## src/rtl/updown_timer_pkg.sv

```systemverilog
package updown_timer_pkg;
  localparam int A_CTRL        = 0;
  localparam int A_DIV         = 1;
  localparam int A_ALARM_BASE  = 2;
  localparam int A_RELOAD_BASE = 4;
  localparam int A_LOAD        = 6;

  // bit 3..0 of the control word
  typedef struct packed {
    logic arm;
    logic auto_rl;
    logic up;
    logic run;
  } ctrl_t;
endpackage

```

## src/rtl/tmr_regs.sv

```systemverilog
module tmr_regs
  import updown_timer_pkg::*;
#(
  parameter int CNT_W  = 64,
  parameter int DATA_W = 32,
  parameter int DIV_W  = 16,
  parameter int ADDR_W = 3
) (
  input  logic              clk_i,
  input  logic              rst_ni,
  input  logic              wr_en_i,
  input  logic [ADDR_W-1:0] wr_addr_i,
  input  logic [DATA_W-1:0] wr_data_i,
  input  logic              alarm_hit_i,
  output ctrl_t             ctrl_o,
  output logic [DIV_W-1:0]  div_o,
  output logic              div_wr_o,
  output logic              load_o,
  output logic [CNT_W-1:0]  alarm_o,
  output logic [CNT_W-1:0]  reload_o
);
  localparam int NWORDS = CNT_W / DATA_W;

  logic ctrl_wr;
  assign ctrl_wr  = wr_en_i && (wr_addr_i == ADDR_W'(A_CTRL));
  assign div_wr_o = wr_en_i && (wr_addr_i == ADDR_W'(A_DIV));
  assign load_o   = wr_en_i && (wr_addr_i == ADDR_W'(A_LOAD));

  always_ff @(posedge clk_i or negedge rst_ni) begin
    if (!rst_ni) begin
      ctrl_o <= '0;
    end else begin
      if (ctrl_wr) begin
        ctrl_o.run     <= wr_data_i[0];
        ctrl_o.up      <= wr_data_i[1];
        ctrl_o.auto_rl <= wr_data_i[2];
      end
      // firing disarms, even against a same-cycle rearm
      if (alarm_hit_i)  ctrl_o.arm <= 1'b0;
      else if (ctrl_wr) ctrl_o.arm <= wr_data_i[3];
    end
  end

  always_ff @(posedge clk_i or negedge rst_ni) begin
    if (!rst_ni)       div_o <= '0;
    else if (div_wr_o) div_o <= wr_data_i[DIV_W-1:0];
  end

  for (genvar w = 0; w < NWORDS; w++) begin : g_word
    always_ff @(posedge clk_i or negedge rst_ni) begin
      if (!rst_ni) begin
        alarm_o[w*DATA_W +: DATA_W]  <= '0;
        reload_o[w*DATA_W +: DATA_W] <= '0;
      end else if (wr_en_i) begin
        if (wr_addr_i == ADDR_W'(A_ALARM_BASE + w))
          alarm_o[w*DATA_W +: DATA_W] <= wr_data_i;
        if (wr_addr_i == ADDR_W'(A_RELOAD_BASE + w))
          reload_o[w*DATA_W +: DATA_W] <= wr_data_i;
      end
    end
  end

  assert_arm_selfclear_R5: assert property (@(posedge clk_i) disable iff (!rst_ni)
    alarm_hit_i |=> !ctrl_o.arm);
endmodule

```

## src/rtl/tmr_prescale.sv

```systemverilog
module tmr_prescale #(
  parameter int DIV_W = 16
) (
  input  logic             clk_i,
  input  logic             rst_ni,
  input  logic             run_i,
  input  logic             restart_i,
  input  logic [DIV_W-1:0] div_i,
  output logic             tick_o
);
  logic [DIV_W-1:0] pcnt_q, term;

  // 0 -> full range, 1 -> treated as 2
  always_comb begin
    if (div_i == '0)                    term = '1;
    else if (div_i == DIV_W'(1))        term = DIV_W'(1);
    else                                term = div_i - DIV_W'(1);
  end

  always_ff @(posedge clk_i or negedge rst_ni) begin
    if (!rst_ni)        pcnt_q <= '0;
    else if (restart_i) pcnt_q <= '0;
    else if (run_i)     pcnt_q <= (pcnt_q == term) ? '0 : pcnt_q + DIV_W'(1);
  end

  assign tick_o = run_i && !restart_i && (pcnt_q == term);

  assert_tick_spacing_R1: assert property (@(posedge clk_i) disable iff (!rst_ni)
    tick_o |=> !tick_o);
  assert_phase_in_range_R1: assert property (@(posedge clk_i) disable iff (!rst_ni)
    pcnt_q <= term);
  assert_phase_hold_R3: assert property (@(posedge clk_i) disable iff (!rst_ni)
    (!run_i && !restart_i) |=> $stable(pcnt_q));
endmodule

```

## src/rtl/tmr_count.sv

```systemverilog
module tmr_count #(
  parameter int CNT_W = 64
) (
  input  logic             clk_i,
  input  logic             rst_ni,
  input  logic             tick_i,
  input  logic             run_i,
  input  logic             up_i,
  input  logic             auto_rl_i,
  input  logic             arm_i,
  input  logic             load_i,
  input  logic             int_clr_i,
  input  logic [CNT_W-1:0] alarm_i,
  input  logic [CNT_W-1:0] reload_i,
  output logic [CNT_W-1:0] cnt_o,
  output logic             hit_o,
  output logic             irq_level_o,
  output logic             irq_pulse_o
);
  assign hit_o = run_i && arm_i && (cnt_o == alarm_i);

  always_ff @(posedge clk_i or negedge rst_ni) begin
    if (!rst_ni)                  cnt_o <= '0;
    else if (load_i)              cnt_o <= reload_i;
    else if (hit_o && auto_rl_i)  cnt_o <= reload_i;
    else if (tick_i)              cnt_o <= up_i ? cnt_o + CNT_W'(1) : cnt_o - CNT_W'(1);
  end

  always_ff @(posedge clk_i or negedge rst_ni) begin
    if (!rst_ni) begin
      irq_level_o <= 1'b0;
      irq_pulse_o <= 1'b0;
    end else begin
      irq_pulse_o <= hit_o;
      if (hit_o)          irq_level_o <= 1'b1;
      else if (int_clr_i) irq_level_o <= 1'b0;
    end
  end

  assert_halt_holds_R3: assert property (@(posedge clk_i) disable iff (!rst_ni)
    (!run_i && !load_i) |=> $stable(cnt_o));
  assert_instant_load_R7: assert property (@(posedge clk_i) disable iff (!rst_ni)
    load_i |=> cnt_o == $past(reload_i));
  assert_auto_reload_R6: assert property (@(posedge clk_i) disable iff (!rst_ni)
    (hit_o && auto_rl_i) |=> cnt_o == $past(reload_i));
  assert_step_up_R2: assert property (@(posedge clk_i) disable iff (!rst_ni)
    (tick_i && up_i && !load_i && !(hit_o && auto_rl_i)) |=> cnt_o == $past(cnt_o) + CNT_W'(1));
  assert_pulse_single_R8: assert property (@(posedge clk_i) disable iff (!rst_ni)
    irq_pulse_o |=> !irq_pulse_o);
  assert_level_sticky_R9: assert property (@(posedge clk_i) disable iff (!rst_ni)
    (irq_level_o && !int_clr_i) |=> irq_level_o);
  assert_level_with_pulse_R9: assert property (@(posedge clk_i) disable iff (!rst_ni)
    $rose(irq_level_o) |-> irq_pulse_o);
endmodule

```

## src/rtl/updown_alarm_timer.sv

```systemverilog
module updown_alarm_timer
  import updown_timer_pkg::*;
#(
  parameter int CNT_W  = 64,
  parameter int DATA_W = 32,
  parameter int DIV_W  = 16,
  parameter int ADDR_W = 3
) (
  input  logic              clk_i,
  input  logic              rst_ni,
  input  logic              wr_en_i,
  input  logic [ADDR_W-1:0] wr_addr_i,
  input  logic [DATA_W-1:0] wr_data_i,
  input  logic              int_clr_i,
  output logic [CNT_W-1:0]  count_o,
  output logic              irq_level_o,
  output logic              irq_pulse_o
);
  ctrl_t            ctrl;
  logic [DIV_W-1:0] div;
  logic             div_wr, load, tick, hit;
  logic [CNT_W-1:0] alarm, reload;

  tmr_regs #(.CNT_W(CNT_W), .DATA_W(DATA_W), .DIV_W(DIV_W), .ADDR_W(ADDR_W)) u_regs (
    .clk_i(clk_i), .rst_ni(rst_ni), .wr_en_i(wr_en_i), .wr_addr_i(wr_addr_i),
    .wr_data_i(wr_data_i), .alarm_hit_i(hit), .ctrl_o(ctrl), .div_o(div),
    .div_wr_o(div_wr), .load_o(load), .alarm_o(alarm), .reload_o(reload)
  );

  tmr_prescale #(.DIV_W(DIV_W)) u_pre (
    .clk_i(clk_i), .rst_ni(rst_ni), .run_i(ctrl.run), .restart_i(div_wr),
    .div_i(div), .tick_o(tick)
  );

  tmr_count #(.CNT_W(CNT_W)) u_cnt (
    .clk_i(clk_i), .rst_ni(rst_ni), .tick_i(tick), .run_i(ctrl.run),
    .up_i(ctrl.up), .auto_rl_i(ctrl.auto_rl), .arm_i(ctrl.arm), .load_i(load),
    .int_clr_i(int_clr_i), .alarm_i(alarm), .reload_i(reload), .cnt_o(count_o),
    .hit_o(hit), .irq_level_o(irq_level_o), .irq_pulse_o(irq_pulse_o)
  );
endmodule

```

## config.mk

```make
export PLATFORM = sky130hd
export DESIGN_NAME = updown_alarm_timer
export DESIGN_NICKNAME = d
export VERILOG_FILES = /design/src/rtl/updown_timer_pkg.sv /design/src/rtl/tmr_regs.sv /design/src/rtl/tmr_prescale.sv /design/src/rtl/tmr_count.sv /design/src/rtl/updown_alarm_timer.sv
export SDC_FILE = /design/constraint.sdc
export NUM_CORES = 1
export LEC_CHECK = 0
export ABC_AREA = 0
export BUFFER_PORTS_ARGS = -buffer_cell sky130_fd_sc_hd__buf_2
export CORE_ASPECT_RATIO = 0.9
export CORE_MARGIN = 3
export CORE_UTILIZATION = 45
export CTS_BUF_LIST = sky130_fd_sc_hd__clkbuf_16
export DETAILED_ROUTE_END_ITERATION = 12
export PLACE_DENSITY = 0.65
export SLEW_MARGIN = 20
export SYNTH_ARGS = -nofsm -noshare
export SYNTH_HDL_FRONTEND = slang
export SYNTH_SLANG_ARGS = --single-unit
```

## constraint.sdc

```tcl
create_clock -name clk_i -period 4.5 [get_ports clk_i]
set_clock_uncertainty 0.05 [all_clocks]
set_input_delay 1.125 -clock clk_i [delete_from_list [all_inputs] [get_ports clk_i]]
set_output_delay 1.125 -clock clk_i [all_outputs]
set_load 0.02 [all_outputs]
```

==> summary.md, run 1 <==
| Metric | Value |
|---|---|
| Synthesized net count | 1620 |
| Setup TNS | 0 ns |
| Post-synth EDFFs | 0 |
| Final setup vio count | 0 |
| Setup repair after global routing missed its margin | false |
| H-tree levels | 1 |
| Cells after Synth | 1515 |
| Max Cap Violations | 0 |
| Crit path max-delay family | simple AND/OR/NAND/NOR gates |
| Outcome | finished clean |
| Total core area | 31300 um2 |
| Vias | 12200 |
| Max_slew headroom | 0.231 |
| CTS clk-pin slew, worst paths | 0.06 ns |
| TritonCTS clock tree | done |
| Clock latency on the worst-skew pair | 0.55 ns |
| First-pass GRT wire length | 69.1 mm |
| Final Hold Vio Count | 0 |
| Post-Route WL | 44.4 mm |
| Minimum clock period | 4.18 ns |
| Area share of the largest cell type after synthesis | 0.397 |
| Worst Path Required | 4.92 ns |
| Worst path bufs/invs | 2 |
| Initial drt markers | 775 |
| Design area | 16400 um2 |
| Area delta synth->final | 12.9% |
| CTS Hold Bufs | 0 |
| Setup WS post-layout | 0.324 ns |
| Area of placed instances | 15500 um2 |
| Max Clk Rate | 239 MHz |
| Mapped cell area | 14500 um2 |
| Total track usage | 0.254 |
| Largest net degree at the start of global routing | 96 |
| Slew @ Worst Pin | 1.15 ns |
| Peak VDD IR | 0.321 mV |
| CP Capture Type | flip-flop |
| Leak | 7.33 nW |
| Crit share post-route | 0.928 |
| CP arrival | 4.59 ns |
| YS warnings | 0 |
| Die H | 176 um |
| Share of cells above drive strength 1 | 0.206 |
| Hold WC Path Type | reg -> reg |
| Tot Pwr | 9.54 mW |
| Row cnt | 61 |
| Seq pwr share | 0.323 |
| Power Density | 583 nW/um2 |
| Gr ovfl total | 0 |
| Yosys cell types | 74 |
| Fraction of registers with async set or reset after synthesis | 1.00 |
| Final net count | 1705 |
| Crit Path Max Fanout | 42 |
| ANT nets after route | 0 |
| Starting Density | 0.463 |
| Top post-synthesis cells by count | dfrtp_1 (230), mux2_2 (143), nand2_1 (127), o21ai_0 (119), a21oi_1 (105) |
| Most used DFF post-synth | dfrtp_1 |
| Core Util, Final | 0.523 |
| Startpoint Class | flip-flop |
| Synth top area cells | dfrtp_1 (40%), mux2_2 (11%), ha_1 (5.6%) |
| Initial antenna violation count | 3 |
| First drt pass iteration count | 5 |
| TritonCTS Buffers | 27 |
| Detailed placer's ending HPWL | 32.9 mm |
| Via/cell ratio | 6.03 |
| Logic pwr share | 0.458 |
| Residual DRC | 0 |
| # Post-CTS Setup Buffers | 0 |
| CP max stage delay | 0.53 ns |
| Sw frac | 0.421 |
| Yosys top cell by area | dfrtp_1 |
| Vias in the first global route | 11900 |
| Pre-CTS setup slack | 0.337 ns |
| CP Class | reg -> reg |
| CTS resizes | 0 |
| Int Pwr | 5.52 mW |
| Most common cell in the synthesized netlist | dfrtp_1 |
| I/O pins | 105 |
| Maximum buffer depth of the clock tree | 3 |
| Crit-path cells | inv_1, ha_1, or4b_4, or4_4, xnor2_2, nand4_1, o221a_1, o311a_1, or3_1, or3_2, buf_12, or2_0, o211ai_1 |
| Die area | 34400 um2 |
| Net Switching | 4.02 mW |
| Fin. max-slew vios | 0 |
| Clock sink count | 230 |
| Clock Tree Root | clkbuf_16 |
| Clock power share | 0.220 |
| Cells after DPL | 1980 |
| Final Non-Filler Cells | 2030 |
| Slowest-stage cell, CP | or4b_4 |
| Register bit count reported by yosys | 230 |
| Die Wd | 195 um |
| Syn avg cell area | 9.57 um2 |
| GP Congestion | 0.959 |
| PortBufs | 104 |
| Worst hold slack | 0.420 ns |
| Drt wl/cell | 21.9 um |
| Register area share after synthesis | 0.397 |
## cell type report
type / count / area [um2]
Tap cell: 409 / 512
Clock inverter: 21 / 163
Inverter: 49 / 188
Antenna cell: 2 / 5.00
Timing Repair Buffer: 137 / 816
Multi-Input combinational cell: 1155 / 8250
Clock buffer: 27 / 676
Sequential cell: 230 / 5760
Fill cell: 2920 / 14900
## placed cells by master, fill, tap and decap left out, types with 3 or more instances in the layout
cell | Yosys | routed
nor3_2 | 2 | 3
or4_1 | 4 | 4
o2111ai_1 | 4 | 4
nand3_1 | 36 | 34
clkbuf_16 | 0 | 27
ha_1 | 65 | 65
o21ai_1 | 8 | 8
a31oi_1 | 12 | 12
nor2b_1 | 8 | 7
o21ai_0 | 119 | 119
a21o_1 | 42 | 41
dfrtp_1 | 230 | 230
a21oi_1 | 105 | 105
a221oi_1 | 11 | 11
nand2b_1 | 15 | 15
mux2i_1 | 35 | 35
o211ai_1 | 11 | 11
clkinv_1 | 0 | 5
or3_1 | 10 | 9
o31a_1 | 4 | 4
nor2_1 | 82 | 81
xnor2_1 | 60 | 60
inv_1 | 48 | 55
o31ai_1 | 8 | 8
o21bai_1 | 16 | 16
nor3_1 | 28 | 27
nor4_1 | 23 | 23
buf_2 | 6 | 103
nor3b_1 | 5 | 5
nand2_1 | 127 | 127
nand4_1 | 26 | 26
xor2_1 | 58 | 58
clkinvlp_4 | 0 | 3
o221ai_1 | 3 | 3
o22ai_1 | 9 | 9
and3_1 | 17 | 17
o21a_1 | 13 | 13
buf_4 | 1 | 30
buf_12 | 0 | 3
mux2_2 | 143 | 143
## kinds of logic (layout without fill, tap and decap cells)
| family | count (synthesis) | in the layout | synth area share |
|---|---|---|---|
| and+or+nand+nor | 398 | 398 | 0.134 |
| AOI/OAI and AO/OA | 394 | 394 | 0.168 |
| DFF | 230 | 230 | 0.397 |
| muxes | 178 | 178 | 0.135 |
| buffers and inverters | 130 | 234 | 0.0365 |
| xor gates and xnor gates | 119 | 119 | 0.0724 |
| adders and majority gates | 66 | 66 | 0.0575 |
| other | 0 | 2 | 0 |
## flip-flops by register name, indices dropped and copies added (netlist names)
name,flops
u_regs.div_o,16
u_pre.pcnt_q,16
u_regs.ctrl_o,4
u_cnt.irq_level_o,1
u_cnt.cnt_o,64
u_regs.alarm_o,64
u_regs.reload_o,64
u_cnt.irq_pulse_o,1
## power groups by stage
| stage | Sequential (mW) | Clock (mW) | Combinational, mW |
|---|---|---|---|
| 2_1_floorplan | 3.08 | 0 | 2.93 |
| 5_1_grt | 3.13 | 2.21 | 4.79 |
| 6_report | 3.08 | 2.10 | 4.36 |
| 4_1_cts | 3.06 | 2.13 | 4.32 |
| 3_3_place_gp | 3.09 | 0 | 4.25 |
| 3_5_place_dp | 3.09 | 0 | 4.29 |
## metal layers
layer	GRT usage	vias up	wire length [um]
met5	0	-	0
met3	0.0418	63	3030
li1	-	5681	-
met2	0.389	408	19600
met1	0.376	6079	20700
met4	0.0653	0	1050
## final timing paths
check | startpoint | endpoint | slack [ns] | cells after the start
min reg2reg | u_cnt.irq_level_o | u_cnt.irq_level_o | 0.42 | 1
max in group asynchronous | rst_ni | u_cnt.cnt_o[18] | 2.94 | 2
min in group asynchronous | rst_ni | u_pre.pcnt_q[2] | 0.53 | 1
min | u_cnt.irq_level_o | u_cnt.irq_level_o | 0.42 | 1
max reg2reg | u_regs.div_o[0] | u_cnt.cnt_o[25] | 0.32 | 13
max | u_regs.div_o[0] | u_cnt.cnt_o[25] | 0.32 | 13
(Power assumes the default switching activity.)
==> run 2, diff against run 1 <==
--- a/config.mk
+++ b/config.mk
@@ -6,13 +6,13 @@
 export NUM_CORES = 1
 export LEC_CHECK = 0
 export ABC_AREA = 0
-export BUFFER_PORTS_ARGS = -buffer_cell sky130_fd_sc_hd__buf_2
 export CORE_ASPECT_RATIO = 0.9
 export CORE_MARGIN = 3
-export CORE_UTILIZATION = 45
+export CORE_UTILIZATION = 50
 export CTS_BUF_LIST = sky130_fd_sc_hd__clkbuf_16
 export DETAILED_ROUTE_END_ITERATION = 12
-export PLACE_DENSITY = 0.65
+export DONT_BUFFER_PORTS = 1
+export PLACE_DENSITY = 0.68
 export SLEW_MARGIN = 20
 export SYNTH_ARGS = -nofsm -noshare
 export SYNTH_HDL_FRONTEND = slang
==> run 2 against run 1 <==
Compared with the run above: worst hold slack worse by 0.20 ns; via count is 4.1% lower; non-clock buffer count shrank 103; wire length decreased by 1.8%; combinational power decreased by 8.3%; sequential cell count stayed put; global-route usage up 2.7 points; worst setup slack worse by 0.063 ns; final cell count shrank 7.6%; sequential share of layout area is 1.3 points higher; sequential power is 5% higher; largest cell class unchanged; largest power group unchanged.
==> summary.md, run 2 (same netlist as run 1, synthesis figures left out) <==
| Metric | Value |
|---|---|
| Outcome | finished clean |
| Final net count | 1601 (-6.1%) |
| CP Class | reg -> reg |
| FILL cells | 2457 (-16%) |
| Hold WC Path Type | in -> async |
| Leak | 6.86 nW (-6.4%) |
| Vias | 11700 (-4.1%) |
| Tot Pwr | 9.33 mW (-2.2%) |
| Drt wl/cell | 23.2 um (+6.3%) |
| Most frequent cells in the layout | dfrtp_1 (230), mux2_2 (143), nand2_1 (127), o21ai_0 (118), a21oi_1 (105) |
| Maximum buffer depth of the clock tree | 3 (unchanged) |
| Reg area | 5760 um2 (unchanged) |
| Core Util, Final | 0.559 (+0.0357) |
| Clock Tree Root | clkbuf_16 |
| H-tree levels | 1 (unchanged) |
| Final Hold Vio Count | 0 (unchanged) |
| Area delta synth->final | 8.79% |
| Detailed placer's ending HPWL | 32.2 mm (-2.3%) |
| TritonCTS Buffers | 26 (-3.7%) |
| Residual DRC | 0 (unchanged) |
| Crit share post-route | 0.942 (+0.0140) |
| Startpoint Class | flip-flop |
| Worst Path Required | 4.92 ns (about the same) |
| Max Cap Violations | 0 (unchanged) |
| Die area | 31100 um2 (-9.7%) |
| Post-Route WL | 43.6 mm (-1.8%) |
| Max Clk Rate | 236 MHz (-1.5%) |
| First-pass GRT wire length | 67.7 mm (-2.0%) |
| Die Wd | 185 um (-5.0%) |
| Vias in the first global route | 11300 (-4.6%) |
| Initial antenna violation count | 2 (-1) |
| Minimum clock period | 4.24 ns (+0.0632 ns) |
| Largest registers | u_cnt.cnt_o: 64 flops, u_regs.alarm_o: 64 flops, u_regs.reload_o: 64 flops |
| Power Density | 592 nW/um2 (+1.5%) |
| Total core area | 28200 um2 (-9.8%) |
| Share of cells above drive strength 1 | 0.156 (-0.0505) |
| Setup TNS | 0 ns (unchanged) |
| R2R cell count | 13 (unchanged) |
| Crit Path Max Fanout | 58 (+38%) |
| Final setup vio count | 0 (unchanged) |
| ANT nets after route | 0 (unchanged) |
| I/O pins | 105 (unchanged) |
| GP Congestion | 0.944 (-1.5%) |
| CP Capture Type | flip-flop |
| Setup repair after global routing missed its margin | false |
| Crit-path cells | inv_1, ha_1, or4b_4, or4_4, xnor2_2, nand4_1, o221a_1, o311a_1, or3_1, or3_2, buf_12, or2_0, o211ai_1 |
| Slowest-stage cell, CP | or4b_4 |
| PortBufs | 0 (-100%) |
| Multi-input logic area | 8260 um2 (+0.14%) |
| TritonCTS clock tree | done |
| Peak VDD IR | 0.428 mV (+33%) |
| Largest net degree at the start of global routing | 231 (+140%) |
| First drt pass iteration count | 5 (unchanged) |
| CP max stage delay | 0.53 ns (about the same) |
| CP arrival | 4.66 ns (+0.07 ns) |
| Row cnt | 58 (-4.9%) |
| Clock sink count | 230 (unchanged) |
| Worst hold slack | 0.220 ns (-0.200 ns) |
| Total track usage | 0.281 (+0.0271) |
| Slew @ Worst Pin | 1.01 ns (-0.138 ns) |
| Starting Density | 0.514 (+0.0503) |
| Fin. max-slew vios | 0 (unchanged) |
| Max_slew headroom | 0.323 (+0.0921) |
| Die H | 168 um (-5.0%) |
| CTS clk-pin slew, worst paths | 0.06 ns (about the same) |
| Gr ovfl total | 0 (unchanged) |
| Antenna cells | 0 (-2) |
| Initial drt markers | 1014 (+31%) |
| Via/cell ratio | 6.26 (+3.9%) |
| Commonest non-fill, non-tap cell in the layout | dfrtp_1 |
| Clock latency on the worst-skew pair | 0.55 ns (about the same) |
[run 2: worst max-delay path: cells and delay by family, from the launching register on]
| family | cells | cell delay (ns) |
|---|---|---|
| AOI/OAI and AO/OA | 3 | 0.63 |
| xor gates and xnor gates | 1 | 0.19 |
| adders and majority gates | 1 | 0.22 |
| buffers and inverters | 2 | 0.36 |
| DFF | 1 | 0.42 |
| and+or+nand+nor | 6 | 2.25 |
[run 2: layout make-up]
type,instances,area share
inverters,49,0.0119
flip-flops and latches,230,0.365
well taps,360,0.0286
multi-input cells,1155,0.524
repair buffers,34,0.0178
clock inverters,20,0.0101
clock buffers,27,0.0428
[run 2: through the flow]
step / instance area (um2) / std cells / setup WS, ns
after floorplan: 14500 / 1515 / 0.111
after global placement: 14900 / 1828 / 0.285
after detailed placement: 14900 / 1828 / 0.226
after CTS: 15800 / 1875 / 0.199
after global routing: 15800 / 1875 / 0.0255
final: 15800 / 1875 / 0.260
[run 2: path summary, 6_finish.rpt]
check,from,end,slack [ns]
setup reg to reg,u_regs.div_o[0],u_cnt.cnt_o[25],0.26
max in group asynchronous,rst_ni,u_regs.reload_o[52],3.80
setup / recovery,u_regs.div_o[0],u_cnt.cnt_o[25],0.26
hold reg to reg,u_regs.reload_o[27],u_cnt.cnt_o[27],0.42
hold / removal,rst_ni,u_pre.pcnt_q[5],0.22
min in group clk_i,u_regs.reload_o[27],u_cnt.cnt_o[27],0.42
[run 2: metal layers]
layer	share of wire	up-vias	global-route usage
li1	-	5460	-
met1	0.46	5798	0.419
met2	0.43	398	0.415
met3	0.076	77	0.0576
met4	0.030	0	0.0776
met5	0	-	0
[run 2: power breakdown]
part           internal [mW]  switching, mW  leakage (nW)
logic                   1.69           2.30          3.61
registers               2.52          0.720          2.84
clock network           1.20          0.889         0.419
total                   5.42           3.91          6.86
[run 2: repair_timing]
action	in CTS	in global routing
endpoints found under the setup margin	0	7
hold buffers	0	0
gates resized for setup	0	3
setup buffers	0	0
